## src/rtl/pfw_pkg.sv

```systemverilog
// Package: shared types for the posted flash write buffer.
// Assumes: nothing beyond a single clock domain.
package pfw_pkg;

    // Occupancy of the single holding slot.
    typedef enum logic [1:0] {
        SLOT_EMPTY = 2'd0,  // nothing stored
        SLOT_HELD  = 2'd1,  // parked, waiting for busy to fall
        SLOT_ISSUE = 2'd2   // presented to flash, waiting for ack
    } slot_state_e;

endpackage

```

## src/rtl/pfw_fall_det.sv

```systemverilog
// Module: pfw_fall_det
// Detects a high-to-low transition of a level input by comparing it with
// a registered copy taken on the previous clock edge.
// Assumes: the input is synchronous to clk.
module pfw_fall_det (
    input  logic clk,
    input  logic rst_n,
    input  logic level,
    output logic fall
);

    logic level_q;

    // Keep last cycle's sample; reset to 0 so no edge appears after reset.
    always_ff @(posedge clk) begin
        if (!rst_n) level_q <= 1'b0;
        else        level_q <= level;
    end

    assign fall = level_q & ~level;

endmodule

```

## src/rtl/pfw_ctl.sv

```systemverilog
// Module: pfw_ctl
// Holds the byte-write arm bit and the posting control bit.
// The arm bit is guarded by the interrupt enable and self-clears on use.
// Assumes: consume is a one-cycle pulse per accepted byte.
module pfw_ctl (
    input  logic clk,
    input  logic rst_n,
    input  logic we,
    input  logic wr_arm,
    input  logic wr_post,
    input  logic irq_en,
    input  logic consume,
    output logic arm,
    output logic post
);

    // Arm bit: use clears it first, otherwise an unguarded write loads it.
    always_ff @(posedge clk) begin
        if (!rst_n)                 arm <= 1'b0;
        else if (consume)           arm <= 1'b0;
        else if (we && !irq_en)     arm <= wr_arm;
    end

    // Posting bit: loaded on every control write.
    always_ff @(posedge clk) begin
        if (!rst_n)   post <= 1'b0;
        else if (we)  post <= wr_post;
    end

endmodule

```

## src/rtl/pfw_slot.sv

```systemverilog
// Module: pfw_slot
// Single-entry holding slot with the flash-side request handshake.
// A byte is loaded on accept. It is either issued at once or parked until a
// busy fall is reported, and it leaves on fl_ack while issued.
// Assumes: accept is only raised while the slot is empty.
module pfw_slot
    import pfw_pkg::*;
#(
    parameter int AW = 16,
    parameter int DW = 8
) (
    input  logic          clk,
    input  logic          rst_n,
    input  logic          accept,
    input  logic          park,
    input  logic          release_ev,
    input  logic [AW-1:0] addr_in,
    input  logic [DW-1:0] data_in,
    input  logic          fl_ack,
    output logic          empty,
    output logic          fl_req,
    output logic [AW-1:0] fl_addr,
    output logic [DW-1:0] fl_data
);

    slot_state_e state_q, state_d;

    // Next-state selection for the slot occupancy.
    always_comb begin
        state_d = state_q;
        unique case (state_q)
            SLOT_EMPTY: if (accept)     state_d = park ? SLOT_HELD : SLOT_ISSUE;
            SLOT_HELD:  if (release_ev) state_d = SLOT_ISSUE;
            SLOT_ISSUE: if (fl_ack)     state_d = SLOT_EMPTY;
            default:                    state_d = SLOT_EMPTY;
        endcase
    end

    // Occupancy register.
    always_ff @(posedge clk) begin
        if (!rst_n) state_q <= SLOT_EMPTY;
        else        state_q <= state_d;
    end

    // Payload register: loaded only when an empty slot accepts a byte.
    always_ff @(posedge clk) begin
        if (!rst_n) begin
            fl_addr <= '0;
            fl_data <= '0;
        end else if (accept && state_q == SLOT_EMPTY) begin
            fl_addr <= addr_in;
            fl_data <= data_in;
        end
    end

    assign empty  = (state_q == SLOT_EMPTY);
    assign fl_req = (state_q == SLOT_ISSUE);

endmodule

```

## src/rtl/flash_post_buf.sv

```systemverilog
// Module: flash_post_buf
// Posted flash byte-write buffer. A permitted, armed write goes straight
// to the flash port, or into a one-deep slot when posting is active. A
// parked byte is released when the coprocessor busy input falls.
// Assumes: all inputs are synchronous to clk; fl_ack is only meaningful
// while fl_req is high.
module flash_post_buf
    import pfw_pkg::*;
#(
    parameter int AW = 16,
    parameter int DW = 8
) (
    input  logic          clk,
    input  logic          rst_n,
    input  logic          ctl_we,
    input  logic          ctl_arm,
    input  logic          ctl_post,
    input  logic          irq_en,
    input  logic          wr_req,
    input  logic [AW-1:0] wr_addr,
    input  logic [DW-1:0] wr_data,
    input  logic          permit,
    input  logic          cp_en,
    input  logic          cp_busy,
    input  logic          fl_ack,
    output logic          fl_req,
    output logic [AW-1:0] fl_addr,
    output logic [DW-1:0] fl_data,
    output logic          pending,
    output logic          arm_q,
    output logic          post_q
);

    logic slot_empty;
    logic busy_fall;
    logic accept;
    logic park;

    // Posting is active only with both the control bit and coprocessor on.
    assign park   = post_q & cp_en;
    // A byte is taken when armed, permitted and the slot is free.
    assign accept = wr_req & arm_q & permit & slot_empty;
    assign pending = ~slot_empty;

    pfw_ctl u_ctl (
        .clk     (clk),
        .rst_n   (rst_n),
        .we      (ctl_we),
        .wr_arm  (ctl_arm),
        .wr_post (ctl_post),
        .irq_en  (irq_en),
        .consume (accept),
        .arm     (arm_q),
        .post    (post_q)
    );

    pfw_fall_det u_fall (
        .clk   (clk),
        .rst_n (rst_n),
        .level (cp_busy),
        .fall  (busy_fall)
    );

    pfw_slot #(.AW(AW), .DW(DW)) u_slot (
        .clk        (clk),
        .rst_n      (rst_n),
        .accept     (accept),
        .park       (park),
        .release_ev (busy_fall),
        .addr_in    (wr_addr),
        .data_in    (wr_data),
        .fl_ack     (fl_ack),
        .empty      (slot_empty),
        .fl_req     (fl_req),
        .fl_addr    (fl_addr),
        .fl_data    (fl_data)
    );

endmodule

```

## config.mk

```make
export PLATFORM = sky130hd
export DESIGN_NAME = flash_post_buf
export DESIGN_NICKNAME = d
export VERILOG_FILES = /design/src/rtl/pfw_pkg.sv /design/src/rtl/pfw_fall_det.sv /design/src/rtl/pfw_ctl.sv /design/src/rtl/pfw_slot.sv /design/src/rtl/flash_post_buf.sv
export SDC_FILE = /design/constraint.sdc
export NUM_CORES = 1
export LEC_CHECK = 0
export CORE_ASPECT_RATIO = 1.75
export CORE_MARGIN = 1
export CORE_UTILIZATION = 35
export DETAILED_ROUTE_END_ITERATION = 8
export PLACE_DENSITY = 0.86
export SYNTH_ARGS = -nofsm -noshare
export SYNTH_HDL_FRONTEND = slang
export SYNTH_HIERARCHICAL = 1
export SYNTH_SLANG_ARGS = --single-unit
export TNS_END_PERCENT = 10
```

## constraint.sdc

```tcl
create_clock -name clk -period 1.4 [get_ports clk]
set_input_delay 0.28 -clock clk [delete_from_list [all_inputs] [get_ports clk]]
set_output_delay 0.28 -clock clk [all_outputs]
set_load 0.02 [all_outputs]
```

# == Word-level counts from Yosys, hierarchy flattened ==
# Cells that the tools add are included.
# classes
bitwise,8
eq_ne,5
reduce_logical,6
mux,5
# op_table
op,count
two-way mux 2 bit,4
case mux 2 bit (3 select lines),1
AND 1 bit,5
inequality test 2 bit (second input constant),2
NOT 1 bit,3
AND reduction 3 bit,1
== test 2 x 1 -> 1 bit (second input constant),1
== test 2 bit (second input constant),1
logical AND 1 bit,2
zero test 2 bit,1
inequality test 2 x 1 -> 1 bit (second input constant),1
OR reduction 2 bit,1
zero test 1 bit,1
# word_totals
inputBits,35
register_bits,29
elab_cells,30

# == Logic depth before layout (Yosys ltp) ==
# depth
word_depth,5
depth_mapped,6
ltp_nobuf,4

# == Modules after synthesis ==
# The synthesis kept the hierarchy.
# modules_own_cells
mod,cells_each,area_per_inst_um2,seq_area_each_um2,instances
pfw_slot,118,1099.8,520.5,1
pfw_ctl,7,86.3,40.0,1
pfw_fall_det,3,36.3,20.0,1
flash_post_buf,3,18.8,0.0,1

# == Worst setup path before layout ==
# Ideal clock, no wire load.
# synth_timing
path_kind,register to register
start,register u_ctl.arm
end,register u_slot.fl_addr[0]
period_less_slack_ps,1412
t_arrival_ps,1341
path_stages_with_launch,6
path_slack_ps,-12
path_buffers,2
cell_sequence,dfxtp_1 > and4_1 > nor3b_2 > buf_6 > buf_12 > mux2i_1
# synth_between
elab_chain_len,4
# synth_lines
item,line,text
from (decl),pfw_ctl.sv:13,"output logic arm,"
from (signal assigned),pfw_ctl.sv:21,else if (we && !irq_en) arm <= wr_arm;
AND 1 bit (3 in series),flash_post_buf.sv:42,assign accept = wr_req & arm_q & permit & slot_empty;
via accept,flash_post_buf.sv:36,logic accept;
logical AND 1 bit,pfw_slot.sv:50,end else if (accept && state_q == SLOT_EMPTY) begin
to (signal assigned),pfw_slot.sv:51,fl_addr <= addr_in;
to (decl),pfw_slot.sv:22,"output logic [AW-1:0] fl_addr,"
# The timed path passes the listed nets, and every way through them passes these cells.
# A chain may end at the register's enable or synchronous reset.

# == Final worst setup path ==
# layout_timing
start,input permit
end,register u_slot.fl_addr[4]
# layout_between
elab_chain_len,3
# layout_lines
item,line,text
from (decl),flash_post_buf.sv:22,"input logic permit,"
AND 1 bit (2 in series),flash_post_buf.sv:42,
via accept,flash_post_buf.sv:36,
logical AND 1 bit,pfw_slot.sv:50,
# The timed path passes the listed nets, and every way through them passes these cells.

==> results.cfg <==
[finish]
fin_area_mm2 = 0.00208
layout-drive-gt1-share_pct = 14.8
n_antenna_cell = 0
syn2layout_area_growth_pct = 67.8
fin_nets = 237
multi_input_area_um2 = 588
regArea_um2 = 584
nFillCells = 319

[placement]
hpwl_mm = 2.00
place_congestion = 0.648
dpl_cell_area_mm2 = 0.00193
portBuffers = 62

[detailed_routing]
drc = 0
routed_via_density = 4.46
first_pass_iters = 2
ant_nets = 0
num_vias = 1107
drt_iter0_markers = 6
routed_wirelength_mm = 2.94
routedWlPerCell_um = 11.8

[power]
seq_power_share_pct = 43.3
p_sw_mw = 0.397
peakVddDrop_v = 0.000695
p_leak_nw = 0.933
comb_power_share_pct = 11.4
switching_share_pct = 20.3
cellInternalPower_mw = 1.56
pwr-share-clk_pct = 45.3
p_per_area_mw_per_mm2 = 938

[sta]
finalHoldViolations = 0
tightest_slew_ns = 0.241
fin_crit_ns = 1.46
clock.fmax_mhz = 687
setup_ws_ns = -0.0558
tns_ns = -0.390
finalMaxSlewViolations = 0
skew_ns = 0.00490
rsz0062_at_grt = true
setup_viol = 22
maxSlewHeadroom_pct = 84.0
fin_crit_sh_pct = 104
hold_slack_ns = 0.444

[clocking]
clock_latency_ns = 0.28
clock-root-buffer = clkbuf_8
cts_buffers = 5
htree_levels = 2
cts_buffer_depth = 2
clock-sinks = 29
hold_buffers = 0
tritoncts = yes
clk_pin_slew_ns = 0.06

[yosys]
ys.flop_type = dfxtp_1
synth_top_area_share_pct = 46.8
synth_compound_area_share_pct = 1.61
synth_area_leader_cell = dfxtp_1
synth_top_family_by_area = simple AND/OR/NAND/NOR gates
synthXorXnorAreaFrac_pct = 0
synthesis.nets = 166
ys_seq_area_share_pct = 46.8
synth.most_common_cell = nand2_1
synth.avg_cell_area_um2 = 9.47
yosys-mux-area-fraction_pct = 21.0
yosysWarnings = 6
yosys-top-cells-count = 48 x nand2_1, 29 x dfxtp_1, 26 x mux2i_1, 3 x buf_2, 3 x clkbuf_1
ys_ff_latch = 29
synth_area_mm2 = 0.00124
synth_cell_type_count = 23
synth_edf_count = 0
synth_adder_area_share_pct = 0
synth-async-reset-ratio_pct = 0
synthTopCellsByArea = dfxtp_1 47%, mux2i_1 21%, nand2_1 15%, buf_12 3.2%, nor3b_2 2.0%
synthesis.instances = 131
yosys.area_share.simple_pct = 24.1

[worst_setup_path]
path_cells = clkdlybuf4s50_1, and4_1, nor3b_4, buf_4, clkbuf_16, mux2i_1
end_kind = register
arrival_ns = 1.66
worstSetupPathType = input port to register
cp_max_fo = 6
slowest_stage = clkdlybuf4s50_1
crit_required_ns = 1.61
crit_path_start_kind = input port
cp_slowest_stage_delay_ns = 0.45

[run_status]
violations = negative setup slack
outcome = finished, violations left

[grt]
grt-ovfl-total = 0
use_met3_pct = 6.22
grt_pass1_wl_mm = 4.02
gr-max-usage-layer = met2
antenna_found_initial = 0
use_met2_pct = 27.4
grt_use_total_pct = 15.2
grt_pass1_vias = 987
grt_max_degree = 36
use_met1_pct = 13.3

[job]
drv_cap = 0

[die]
die_x_um = 47.0
die_y_um = 80.8
dieArea_mm2 = 0.00380
ios = 63
start_util_pct = 36.5
core.rowCount = 28
core_mm2 = 0.00340

[worst_hold_path]
hold_path_class = input port to register
state kept, by name, indices dropped and copies added (netlist names):
| signal | cells |
|---|---|
| u_slot/fl_addr | 16 |
| u_slot/fl_data | 8 |
| u_slot/state_q | 2 |
| u_ctl/arm | 1 |
| u_ctl/post | 1 |
| u_fall/level_q | 1 |
through the flow:
| stage | instances | util [%] | total power, mW | worst slack [ns] |
|---|---|---|---|---|
| floorplan | 131 | - | 0.950 | 0.00621 |
| global placement | 235 | 56.7 | 1.09 | -0.265 |
| detailed placement | 235 | 56.7 | 1.09 | -0.321 |
| CTS | 243 | 59.2 | 1.97 | -0.0134 |
| global route | 248 | 61.3 | 2.03 | -0.108 |
| finish | 248 | 61.3 | 1.95 | -0.0558 |
logic make-up (layout without fill, tap and decap cells):
logic type             Yosys count  after routing
AOI/OAI and AO/OA                3              3
and+or+nand+nor                 63             63
muxes                           26             26
DFF                             29             29
buffers and inverters           10             82
cell type report:
cell class / instances / share of cell area [%]
sequential: 29 / 28.0
inverter: 1 / 0.180
clock inverter: 1 / 1.44
tap: 45 / 2.70
multi-input combinational: 92 / 28.2
timing repair buffer: 73 / 35.3
clock buffer: 7 / 4.14
per-layer routing:
| layer | routed length, um | vias to the layer above |
|---|---|---|
| li1 | - | 565 |
| met1 | 1110 | 499 |
| met2 | 1620 | 38 |
| met3 | 153 | 5 |
| met4 | 57 | 0 |
| met5 | 0 | - |
path summary, 6_finish.rpt:
path,startpoint,to,slack [ns],depth (start not counted)
setup reg to reg,u_slot/state_q[1]$_SDFFE_PN0P_,u_slot/fl_addr[4]$_SDFFE_PN0P_,-0.05,6
setup / recovery,permit,u_slot/fl_addr[4]$_SDFFE_PN0P_,-0.06,6
hold reg to reg,u_slot/fl_addr[8]$_SDFFE_PN0P_,u_slot/fl_addr[8]$_SDFFE_PN0P_,0.45,2
hold / removal,rst_n,u_slot/fl_data[7]$_SDFFE_PN0P_,0.44,4
layout by cell type, fill, tap and decap left out:
cell type        instances
a21oi_1                  1
and2_1                   1
and2_2                   2
and2b_1                  1
and2b_2                  2
and4_1                   1
buf_12                   3
buf_2                    2
buf_4                    5
buf_6                    1
bufinv_16                1
clkbuf_1                 1
clkbuf_16                2
clkbuf_8                 6
clkdlybuf4s50_1         32
dfxtp_1                 26
dfxtp_2                  3
dlygate4sd2_1           28
inv_1                    1
mux2i_1                 26
nand2_1                 48
nand2b_1                 1
nand3b_1                 1
nor2_2                   1
nor2b_1                  1
nor3b_1                  1
nor3b_2                  1
nor3b_4                  1
o21ai_0                  1
o311a_1                  1
or2b_1                   1
critical path: cells and delay by family:
family / cells / cell delay [ns]
and+or+nand+nor: 2 / 0.41
muxes: 1 / 0.19
buffers and inverters: 3 / 0.78
repair_timing:
| item | in CTS | in global routing |
|---|---|---|
| setup buffers | 0 | 2 |
| resized for setup | 34 | 1 |
| pin swaps | 0 | 1 |
| setup endpoints to repair | 49 | 25 |
| cloned | 0 | 3 |
power groups by stage:
stage / sequential [mW] / combinational, mW / clock (mW)
finish: 0.846 / 0.222 / 0.886
global route: 0.847 / 0.238 / 0.942
CTS: 0.846 / 0.217 / 0.905
detailed placement: 0.865 / 0.225 / 0
global placement: 0.865 / 0.222 / 0
floorplan: 0.878 / 0.0719 / 0
(Power assumes the default switching activity.)
